File: src/rtl/gpio_mp_pkg.sv
package gpio_mp_pkg;
   localparam int PINS_PER_PORT = 8;
   localparam int PORT_STRIDE   = 48;   // 0x30 bytes per port window
   localparam int PORT_BASE     = 4;    // first port window offset
   localparam int MAX_PORTS     = 7;

   // word index within a port window
   localparam logic [3:0] W_LEVEL = 4'd0;
   localparam logic [3:0] W_OUT   = 4'd1;
   localparam logic [3:0] W_MODE  = 4'd2;
   localparam logic [3:0] W_PULL  = 4'd3;
   localparam logic [3:0] W_EVT   = 4'd4;
   localparam logic [3:0] W_IEN   = 4'd5;
   localparam logic [3:0] W_FORCE = 4'd6;
   localparam logic [3:0] W_EDGE  = 4'd7;

   typedef enum logic [1:0] {
      DM_INPUT  = 2'd0,
      DM_PUSH   = 2'd1,
      DM_DRAIN  = 2'd2,
      DM_SOURCE = 2'd3
   } drive_mode_e;
endpackage

File: src/rtl/gpio_mp_dec.sv
module gpio_mp_dec
   import gpio_mp_pkg::*;
#(
   parameter int NPORTS = 7,
   parameter int ADDR_W = 9,
   parameter int PIDX_W = 3
) (
   input  logic [ADDR_W-1:0] addr,
   output logic              is_ctrl,
   output logic              is_port,
   output logic [PIDX_W-1:0] port_idx,
   output logic [3:0]        word
);
   localparam int WIN_END = PORT_BASE + NPORTS * PORT_STRIDE;

   logic [ADDR_W-1:0] wa, off, quo, rem;

   always_comb begin
      wa       = {addr[ADDR_W-1:2], 2'b00};
      off      = wa - ADDR_W'(PORT_BASE);
      quo      = off / ADDR_W'(PORT_STRIDE);
      rem      = off % ADDR_W'(PORT_STRIDE);
      is_ctrl  = (wa == '0);
      is_port  = (wa >= ADDR_W'(PORT_BASE)) && (wa < ADDR_W'(WIN_END));
      port_idx = quo[PIDX_W-1:0];
      word     = rem[5:2];
   end
endmodule

File: src/rtl/gpio_mp_ctrl.sv
module gpio_mp_ctrl #(
   parameter int         NPORTS  = 7,
   parameter logic [6:0] VERSION = 7'd5
) (
   input  logic        clk,
   input  logic        rst_n,
   input  logic        wr_en,
   input  logic [31:0] wdata,
   output logic [31:0] rd_data,
   output logic        blk_en,
   output logic        sync_sel
);
   logic [1:0] en_q;

   always_ff @(posedge clk or negedge rst_n) begin
      if (!rst_n)     en_q <= 2'b00;
      else if (wr_en) en_q <= wdata[1:0];
   end

   assign blk_en   = en_q[0];
   assign sync_sel = en_q[1];
   assign rd_data  = {16'h0000, 7'(NPORTS), VERSION, en_q};
endmodule

File: src/rtl/gpio_mp_port.sv
module gpio_mp_port
   import gpio_mp_pkg::*;
(
   input  logic        clk,
   input  logic        rst_n,
   input  logic        blk_en,
   input  logic        sync_sel,
   input  logic [7:0]  pin_in,
   input  logic        wr_en,
   input  logic [3:0]  word,
   input  logic [31:0] wdata,
   output logic [31:0] rd_data,
   output logic [7:0]  pin_out,
   output logic [7:0]  pin_oe,
   output logic [7:0]  pull_en,
   output logic        irq
);
   logic [7:0]  out_q, pull_q, evt_q, ien_q, edge_q;
   logic [15:0] mode_q;
   logic [7:0]  s1_q, s2_q, prev_q;
   logic [7:0]  smp, hit, evt_nx;

   assign smp = sync_sel ? s2_q : s1_q;
   assign hit = (edge_q & smp & ~prev_q) | (~edge_q & ~smp & prev_q);

   always_comb begin
      evt_nx = evt_q;
      if (wr_en && word == W_EVT)   evt_nx = evt_nx & ~wdata[7:0];
      if (blk_en)                   evt_nx = evt_nx | hit;
      if (wr_en && word == W_FORCE) evt_nx = evt_nx | wdata[7:0];
   end

   always_ff @(posedge clk or negedge rst_n) begin
      if (!rst_n) begin
         out_q  <= '0;
         mode_q <= '0;
         pull_q <= '0;
         evt_q  <= '0;
         ien_q  <= '0;
         edge_q <= '0;
         s1_q   <= '0;
         s2_q   <= '0;
         prev_q <= '0;
      end else begin
         s1_q   <= pin_in;
         s2_q   <= s1_q;
         prev_q <= smp;
         evt_q  <= evt_nx;
         if (wr_en) begin
            case (word)
               W_OUT:   out_q  <= wdata[7:0];
               W_MODE:  mode_q <= wdata[15:0];
               W_PULL:  pull_q <= wdata[7:0];
               W_IEN:   ien_q  <= wdata[7:0];
               W_EDGE:  edge_q <= wdata[7:0];
               default: ;
            endcase
         end
      end
   end

   for (genvar p = 0; p < PINS_PER_PORT; p++) begin : g_drv
      drive_mode_e m;
      assign m = drive_mode_e'(mode_q[2*p +: 2]);
      always_comb begin
         case (m)
            DM_PUSH:   begin pin_out[p] = out_q[p]; pin_oe[p] = 1'b1;      end
            DM_DRAIN:  begin pin_out[p] = 1'b0;     pin_oe[p] = ~out_q[p]; end
            DM_SOURCE: begin pin_out[p] = 1'b1;     pin_oe[p] = out_q[p];  end
            default:   begin pin_out[p] = 1'b0;     pin_oe[p] = 1'b0;      end
         endcase
      end
   end

   always_comb begin
      case (word)
         W_LEVEL: rd_data = {24'h0, smp};
         W_OUT:   rd_data = {24'h0, out_q};
         W_MODE:  rd_data = {16'h0, mode_q};
         W_PULL:  rd_data = {24'h0, pull_q};
         W_EVT:   rd_data = {24'h0, evt_q};
         W_IEN:   rd_data = {24'h0, ien_q};
         W_EDGE:  rd_data = {24'h0, edge_q};
         default: rd_data = '0;
      endcase
   end

   assign pull_en = pull_q;
   assign irq     = blk_en & (|(evt_q & ien_q));
endmodule

File: src/rtl/gpio_mp_top.sv
module gpio_mp_top
   import gpio_mp_pkg::*;
#(
   parameter int         NPORTS  = 7,
   parameter logic [6:0] VERSION = 7'd5,
   parameter int         ADDR_W  = 9,
   localparam int        NPINS   = NPORTS * PINS_PER_PORT
) (
   input  logic              clk,
   input  logic              rst_n,
   input  logic              bus_sel,
   input  logic              bus_wr,
   input  logic [ADDR_W-1:0] bus_addr,
   input  logic [31:0]       bus_wdata,
   output logic [31:0]       bus_rdata,
   input  logic [NPINS-1:0]  pin_in,
   output logic [NPINS-1:0]  pin_out,
   output logic [NPINS-1:0]  pin_oe,
   output logic [NPINS-1:0]  pull_en,
   output logic [NPORTS-1:0] irq
);
   localparam int PIDX_W  = (NPORTS > 1) ? $clog2(NPORTS) : 1;
   localparam int WIN_END = PORT_BASE + NPORTS * PORT_STRIDE;

   if (NPORTS < 1 || NPORTS > MAX_PORTS) begin : g_bad_ports
      $error("NPORTS must be between 1 and 7");
   end
   if ((1 << ADDR_W) <= WIN_END || ADDR_W < 6) begin : g_bad_addr
      $error("ADDR_W too narrow for the port windows");
   end

   logic              is_ctrl, is_port, blk_en, sync_sel;
   logic [PIDX_W-1:0] port_idx;
   logic [3:0]        word;
   logic [31:0]       cr_rd, prd_sel;
   logic [31:0]       prd [NPORTS];

   gpio_mp_dec #(.NPORTS(NPORTS), .ADDR_W(ADDR_W), .PIDX_W(PIDX_W)) u_dec (
      .addr(bus_addr), .is_ctrl(is_ctrl), .is_port(is_port),
      .port_idx(port_idx), .word(word)
   );

   gpio_mp_ctrl #(.NPORTS(NPORTS), .VERSION(VERSION)) u_ctrl (
      .clk(clk), .rst_n(rst_n),
      .wr_en(bus_sel & bus_wr & is_ctrl),
      .wdata(bus_wdata), .rd_data(cr_rd),
      .blk_en(blk_en), .sync_sel(sync_sel)
   );

   for (genvar k = 0; k < NPORTS; k++) begin : g_port
      logic wr_k;
      assign wr_k = bus_sel & bus_wr & is_port & blk_en & (port_idx == PIDX_W'(k));
      gpio_mp_port u_port (
         .clk(clk), .rst_n(rst_n), .blk_en(blk_en), .sync_sel(sync_sel),
         .pin_in(pin_in[k*PINS_PER_PORT +: PINS_PER_PORT]),
         .wr_en(wr_k), .word(word), .wdata(bus_wdata), .rd_data(prd[k]),
         .pin_out(pin_out[k*PINS_PER_PORT +: PINS_PER_PORT]),
         .pin_oe(pin_oe[k*PINS_PER_PORT +: PINS_PER_PORT]),
         .pull_en(pull_en[k*PINS_PER_PORT +: PINS_PER_PORT]),
         .irq(irq[k])
      );
   end

   always_comb begin
      prd_sel = '0;
      for (int k = 0; k < NPORTS; k++)
         if (port_idx == PIDX_W'(k)) prd_sel = prd[k];
   end

   always_comb begin
      if (!bus_sel)                 bus_rdata = '0;
      else if (is_ctrl)             bus_rdata = cr_rd;
      else if (is_port && blk_en)   bus_rdata = prd_sel;
      else                          bus_rdata = '0;
   end
endmodule

File: config.mk
export PLATFORM = sky130hd
export DESIGN_NAME = gpio_mp_top
export DESIGN_NICKNAME = d
export VERILOG_FILES = /design/src/rtl/gpio_mp_pkg.sv /design/src/rtl/gpio_mp_dec.sv /design/src/rtl/gpio_mp_ctrl.sv /design/src/rtl/gpio_mp_port.sv /design/src/rtl/gpio_mp_top.sv
export SDC_FILE = /design/constraint.sdc
export NUM_CORES = 1
export LEC_CHECK = 0
export ABC_AREA = 1
export CAP_MARGIN = 20
export CORE_MARGIN = 4
export CORE_UTILIZATION = 50
export DETAILED_ROUTE_END_ITERATION = 12
export PLACE_DENSITY = 0.72
export SYNTH_ARGS = -nofsm -noshare
export SYNTH_HDL_FRONTEND = slang
export SYNTH_SLANG_ARGS = --single-unit
File: constraint.sdc
create_clock -name clk -period 3.7 [get_ports clk]
set_input_delay 0.37 -clock clk [delete_from_list [all_inputs] [get_ports clk]]
set_output_delay 0.37 -clock clk [all_outputs]
set_load 0.02 [all_outputs]
== Word level (Yosys, flattened, before mapping) ==
Index checks and enable logic that the tools add are counted.
Storage, ports and cells
  flip-flop bits (word level): 562
  bits of input ports: 101
  word-level logic and storage cells: 627
Cells by class
  $add $sub $neg: 1
  divide/modulo/power cells: 2
  magnitude comparators: 2
  equal/unequal tests: 181
  muxes and demuxes: 157
  bitwise logic cells: 159
  reductions and logical operators: 61
Operators by type and width (number)
  16-bit one-hot mux with 7 select lines: 7
  8-bit bitwise AND: 42
  32-bit two-way mux: 10
  2-bit equality test, second input constant: 112
  8-bit two-way mux: 28
  8-bit NOT: 22
  8-bit OR: 21
  1-bit one-hot mux with 3 select lines: 56
  2-bit by 1-bit equality test with 1-bit output, second input constant: 56
  1-bit one-hot mux with 2 select lines: 56
  2-bit AND reduction: 35
  1-bit NOT: 56
  8-bit OR reduction: 7
  1-bit bitwise AND: 18
  4-bit by 3-bit equality test with 1-bit output, second input constant: 4
  1-bit logical AND: 16
  9-bit by 6-bit divider with 9-bit output, second input constant: 1
  3-bit equality test, second input constant: 3
  9-bit by 3-bit >= comparator with 1-bit output, second input constant: 1
  9-bit less-than comparator, second input constant: 1
  9-bit by 6-bit modulo with 9-bit output, second input constant: 1
  9-bit by 3-bit subtractor with 9-bit output, second input constant: 1
  4-bit by 2-bit equality test with 1-bit output, second input constant: 2
  7-bit logical NOT: 1
  5 further kinds: 6

== Longest topological paths before layout ==
  depth in word-level cells: 14
  gate-level depth with buffers: 30

== Hierarchy ==
Synthesis repeated with hierarchy kept, for this count alone.
Unflattened totals
  cells, all modules: 4882
  area total of the unflattened synthesis: 33818.7 µm²
Modules (own cells, without submodules)
  gpio_mp_port at g_port[0].u_port ...: times used 6, cells an instance 589, area each 4332.9 µm², seq. area each 2001.9 µm²
  gpio_mp_port at g_port[6].u_port: times used 1, cells an instance 589, area each 4347.9 µm², seq. area each 2001.9 µm²
  gpio_mp_top: times used 1, cells an instance 648, area each 2777.7 µm², seq. area each 0.0 µm²
  gpio_mp_dec: times used 1, cells an instance 68, area each 371.6 µm², seq. area each 0.0 µm²
  gpio_mp_ctrl: times used 1, cells an instance 43, area each 324.1 µm², seq. area each 50.0 µm²

== Worst setup path after synthesis ==
Ideal clock, no wire load.
  kind: input to output
  start: input port bus_addr[3]
  end: output port bus_rdata[4]
  arrival time: 3110 ps
  required time: 3330 ps
  setup slack: 220 ps
  stages: 24
  cells stage by stage: inv_1 > ha_1 > nand4_4 > nand2_1 > nand2_2 > nand2_2 > nand2_2 > nand3_2 > nand2_2 > nand2_2 > nand3_4 > nand2_4 > nand2_4 > nand2_8 > nand2_4 > nor2_8 > buf_6 > buf_6 > nand2_1 > o21ai_0 > a21oi_1 > a41oi_1 > nand2_1 > a21oi_1
On the way
  cells in the longest elaborated chain, start to end: 14
  elaborated cells between the ends (all ways): 39
  classes of those cells: 1 x add/sub; 2 x div; 2 x order compare; 12 x eq/ne; 17 x mux; 5 x reduce/logical
RTL lines
  start, declared: line gpio_mp_top.sv:13  | input logic [ADDR_W-1:0] bus_addr,
  9-bit by 3-bit subtractor with 9-bit output: line gpio_mp_dec.sv:20  | off = wa - ADDR_W'(PORT_BASE);
  9-bit by 6-bit modulo with 9-bit output: line gpio_mp_dec.sv:22  | rem = off % ADDR_W'(PORT_STRIDE);
  4-bit by 3-bit equality test with 1-bit output, or another cell as far along: line gpio_mp_port.sv:76  | case (word)
  16-bit one-hot mux with 7 select lines: line gpio_mp_port.sv:76
  32-bit two-way mux (7 in a row): line gpio_mp_top.sv:67  | if (port_idx == PIDX_W'(k)) prd_sel = prd[k];
  32-bit two-way mux: line gpio_mp_top.sv:73  | else if (is_port && blk_en) bus_rdata = prd_sel;
  32-bit two-way mux *: line gpio_mp_top.sv:72  | else if (is_ctrl) bus_rdata = cr_rd;
  32-bit two-way mux *: line gpio_mp_top.sv:71  | if (!bus_sel) bus_rdata = '0;
  end, declared: line gpio_mp_top.sv:15  | output logic [31:0] bus_rdata,
Every way passes the cells marked *; elsewhere a longest branch is shown, timed or not.

== Final worst setup path ==
  start: input port bus_addr[5]
  end: output port bus_rdata[7]
The elaborated chain is that of the path after synthesis.

==> results.py <==
metrics = {
    "power_and_ir_drop": {
        "combinationalPowerShare_pct": 12.6,
        "leakage_nw": 15.4,
        "power_density_mw_per_mm2": 407,
        "cell_internal_pwr_w": 0.0105,
        "worst_ir_drop_on_vdd_uv": 384,
        "power.net_switching_w": 0.00378,
        "share_seq_of_total_power_pct": 44.8,
        "p_sw_share_pct": 26.5,
        "pwr-share-clk_pct": 42.7,
        "p_total_w": 0.0142,
    },
    "flow_run": {
        "max_cap_violations": 0,
    },
    "sta": {
        "max_slew_margin_pct": 45.3,
        "setup_viol": 8,
        "clock_skew_ns": 0.0224,
        "rsz0062_at_grt": "yes",
        "post-route-worst-setup-slack_ns": -0.197,
        "max_slew.worst_pin.slew_ns": 0.818,
        "tmin_final_ns": 3.90,
        "max_freq_ghz": 0.257,
        "post-route-period-util_pct": 105,
        "final-hold-violation-count": 0,
        "maxSlewViolCount": 0,
    },
    "hold_path": {
        "worstHoldPathCells": 1,
        "endpoint_of_the_worst_hold_path": "g_port[4].u_port.s1_q[4]$_DFF_PN0_",
        "worstHoldPathType": "in2reg",
        "hold_start": "pin_in[36]",
    },
    "worst_setup_path": {
        "required_ns": 3.33,
        "critical-path-slowest-cell": "a21oi_2",
        "worstPathArrival_ns": 3.53,
        "startpoint_type": "input pin",
        "end_kind": "output port",
        "crit-reg2reg-launch": "u_ctrl.en_q[0]$_DFFE_PN0P_",
        "r2r_cells": 9,
        "worst_path_most_repeated_cell": "nand2_1",
        "critPathTopFamily": "simple AND/OR/NAND/NOR gates",
        "critPathKind": "in2out",
        "critical_path_buffers_and_inverters": 6,
        "reg2reg_setup_slack_ns": 1.51,
        "cpPeakStageDelay_ns": 0.23,
        "critical_path.reg2reg.endpoint": "g_port[5].u_port.evt_q[4]$_DFF_PN0_",
        "critical_path_peak_fanout": 9,
    },
    "yosys": {
        "postSynth.topFlopCell": "dfrtp_1",
        "post_synth_inst_count": 3283,
        "avgSynthCellArea_um2": 8.15,
        "yosys_warnings": 0,
        "synth_sequential_area_ratio_pct": 52.6,
        "synth_edf_count": 0,
        "number_of_register_bits_inferred_by_synthesis": 562,
        "mappedNetlistArea_mm2": 0.0267,
        "synth-async-reset-ratio_pct": 100,
        "post_synth_num_cell_types": 49,
    },
    "layout": {
        "syn_to_final_growth_pct": 30.8,
        "commonest_cells_after_routing_fill_and_taps_aside": "987 x nand2_1, 561 x dfrtp_1, 380 x o21ai_0, 311 x inv_1, 249 x clkdlybuf4s50_1",
        "layout-drive-gt1-share_pct": 14.8,
        "commonest_non_fill_non_tap_cell_in_the_layout": "nand2_1",
        "finalCoreUtilization_pct": 66.3,
        "antenna_cells_inserted": 0,
        "layout.nets": 3823,
    },
    "grt": {
        "top_usage_layer": "met2",
        "global_route_wire_length_before_repair_um": 147000,
        "first_global_vias": 24100,
        "grt_use_total_pct": 33.8,
        "grt_overflow_total": 0,
        "grt_max_degree": 96,
        "grt.met3_usage_pct": 7.61,
        "grt_antenna_before_repair": 1,
        "use_met1_pct": 49.6,
        "grt.met2_usage_pct": 49.7,
    },
    "routing": {
        "antenna_violating_nets_post_route": 0,
        "detailed_route_drc_error_count": 0,
        "firstDrtPassIters": 6,
        "post_drt_wl_per_cell_um": 22.1,
        "dr.first_iter.drc_count": 3140,
        "vias_per_cell": 5.70,
        "route.vias.total": 25400,
        "routed_wirelength_um": 98400,
    },
    "floorplan": {
        "row_count": 84,
        "effective_utilization_at_floorplan_pct": 50.7,
        "area_of_the_core_mm2": 0.0528,
        "die_h_um": 239,
        "area_of_the_die_mm2": 0.0572,
        "io_count": 308,
        "die_w_um": 239,
    },
    "clock_tree": {
        "ctsRootBufferMaster": "clkbuf_16",
        "tritoncts": "yes",
        "h-tree-depth": 2,
        "numCtsBuffers": 57,
        "clkTransAtPathRegs_ns": 0.06,
        "bufs_on_longest_clock_path": 3,
        "clkSinkCount": 562,
        "insertion_delay_ns": 0.63,
    },
    "run_status": {
        "run_status": "finished, violations left",
        "violations": "setup timing",
    },
    "placed_design": {
        "place.gp.congestion": 0.999,
        "portBuffers": 273,
        "post-place-ws_ns": -1.21,
        "hpwlAfterDp_um": 68600,
    },
}
## worst max-delay path by stage
stage | from | endpoint | slack (ns) | cells past startpoint
2_1_floorplan | bus_addr[3] | bus_rdata[4] | 0.22 | 24
3_3_place_gp | bus_addr[2] | bus_rdata[2] | -1.19 | 29
3_5_place_dp | bus_addr[2] | bus_rdata[2] | -1.21 | 29
4_1_cts | bus_addr[3] | bus_rdata[5] | -0.06 | 29
5_1_grt | bus_addr[5] | bus_rdata[7] | -0.34 | 28
6_report | bus_addr[5] | bus_rdata[7] | -0.20 | 28
## synth_stat cells, types with 4 or more instances
cell         n  area, um^2
nor3_1       8        40.0
a22oi_1      4        30.0
ha_1         6        75.1
a22o_1       7        61.3
o22ai_1     48         300
o221ai_1    44         385
buf_2       28         140
dfrtp_1    562       14100
buf_1        5        18.8
nand3_2      5        50.1
nand2_1   1018        3820
a211oi_1     6        45.0
nand3_1     47         235
o21a_1       4        30.0
o21ai_0    399        2000
inv_2        7        26.3
inv_1      317        1190
nand4_1     35         219
o21ai_1    101         505
a221oi_1    28         245
a21oi_1    157         786
xor2_1      57         499
clkbuf_1   115         432
buf_6        6        67.6
nand2_2      8        50.1
buf_4       34         255
o211ai_1    11        82.6
nor3_2       5        50.1
nor2_1     179         672
## area by class of cell
type	instances	area (um^2)
fill	4355	17800
sequential	562	14100
multi-input combinational	2226	11200
timing repair buffer	544	5620
clock buffer	82	1700
inverter	325	1240
tap	688	861
clock inverter	23	268
## kinds of logic (layout without fill, tap and decap cells)
logic type | after synthesis | in the layout | synth area share [%]
AO/OA/AOI/OAI | 820 | 820 | 17.1
AND/OR/NAND/NOR | 1324 | 1327 | 20.2
adder cells (fa/ha/maj) | 6 | 6 | 0.281
buffers and inverters | 513 | 974 | 7.98
flip-flops | 562 | 562 | 52.6
other | 1 | 16 | 0.0140
XOR/XNOR | 57 | 57 | 1.87
## registers in the layout (all words and copies together) (netlist names)
| name | cells |
|---|---|
| g_port.u_port.edge_q | 56 |
| g_port.u_port.pull_en | 56 |
| g_port.u_port.evt_q | 56 |
| g_port.u_port.s1_q | 56 |
| g_port.u_port.ien_q | 56 |
| g_port.u_port.mode_q | 112 |
| u_ctrl.en_q | 2 |
| g_port.u_port.s2_q | 56 |
| g_port.u_port.prev_q | 56 |
| g_port.u_port.out_q | 56 |
## power groups by stage
stage,combinational (W),clock [W],sequential (W)
after detailed placement,0.00151,0,0.00648
after global placement,0.00150,0,0.00648
after floorplan,0.000721,0,0.00645
final,0.00179,0.00608,0.00638
after CTS,0.00168,0.00613,0.00637
after global routing,0.00189,0.00638,0.00638
## metrics by stage
| stage | hold slack [ns] | setup TNS [ns] | instances | cell area [um^2] |
|---|---|---|---|---|
| final | 0.167 | -1.27 | 4450 | 35000 |
| after floorplan | 0.0744 | 0 | 3298 | 26800 |
| after global placement | 0.355 | -24.63 | 4301 | 31900 |
| after detailed placement | 0.359 | -29.58 | 4301 | 31900 |
| after CTS | 0.140 | -0.451 | 4441 | 34700 |
| after global routing | 0.157 | -2.88 | 4450 | 35000 |
## repair_timing
| item | CTS | global route |
|---|---|---|
| buffers inserted | 31 | 8 |
| cloned | 5 | 2 |
| endpoints found under the setup margin | 16 | 16 |
| hold endpoints to repair | 88 | 0 |
| hold buffers | 1 | 0 |
| gates resized for setup | 226 | 73 |
| pin swaps | 67 | 53 |
## metal layers
metal  routed length [um]  vias to the layer above
met3                11000                      233
li1                     -                    11600
met2                42700                     1465
met1                41000                    12100
met4                 3770                        4
met5                   30                        -
Power figures use the tool's default switching activity.
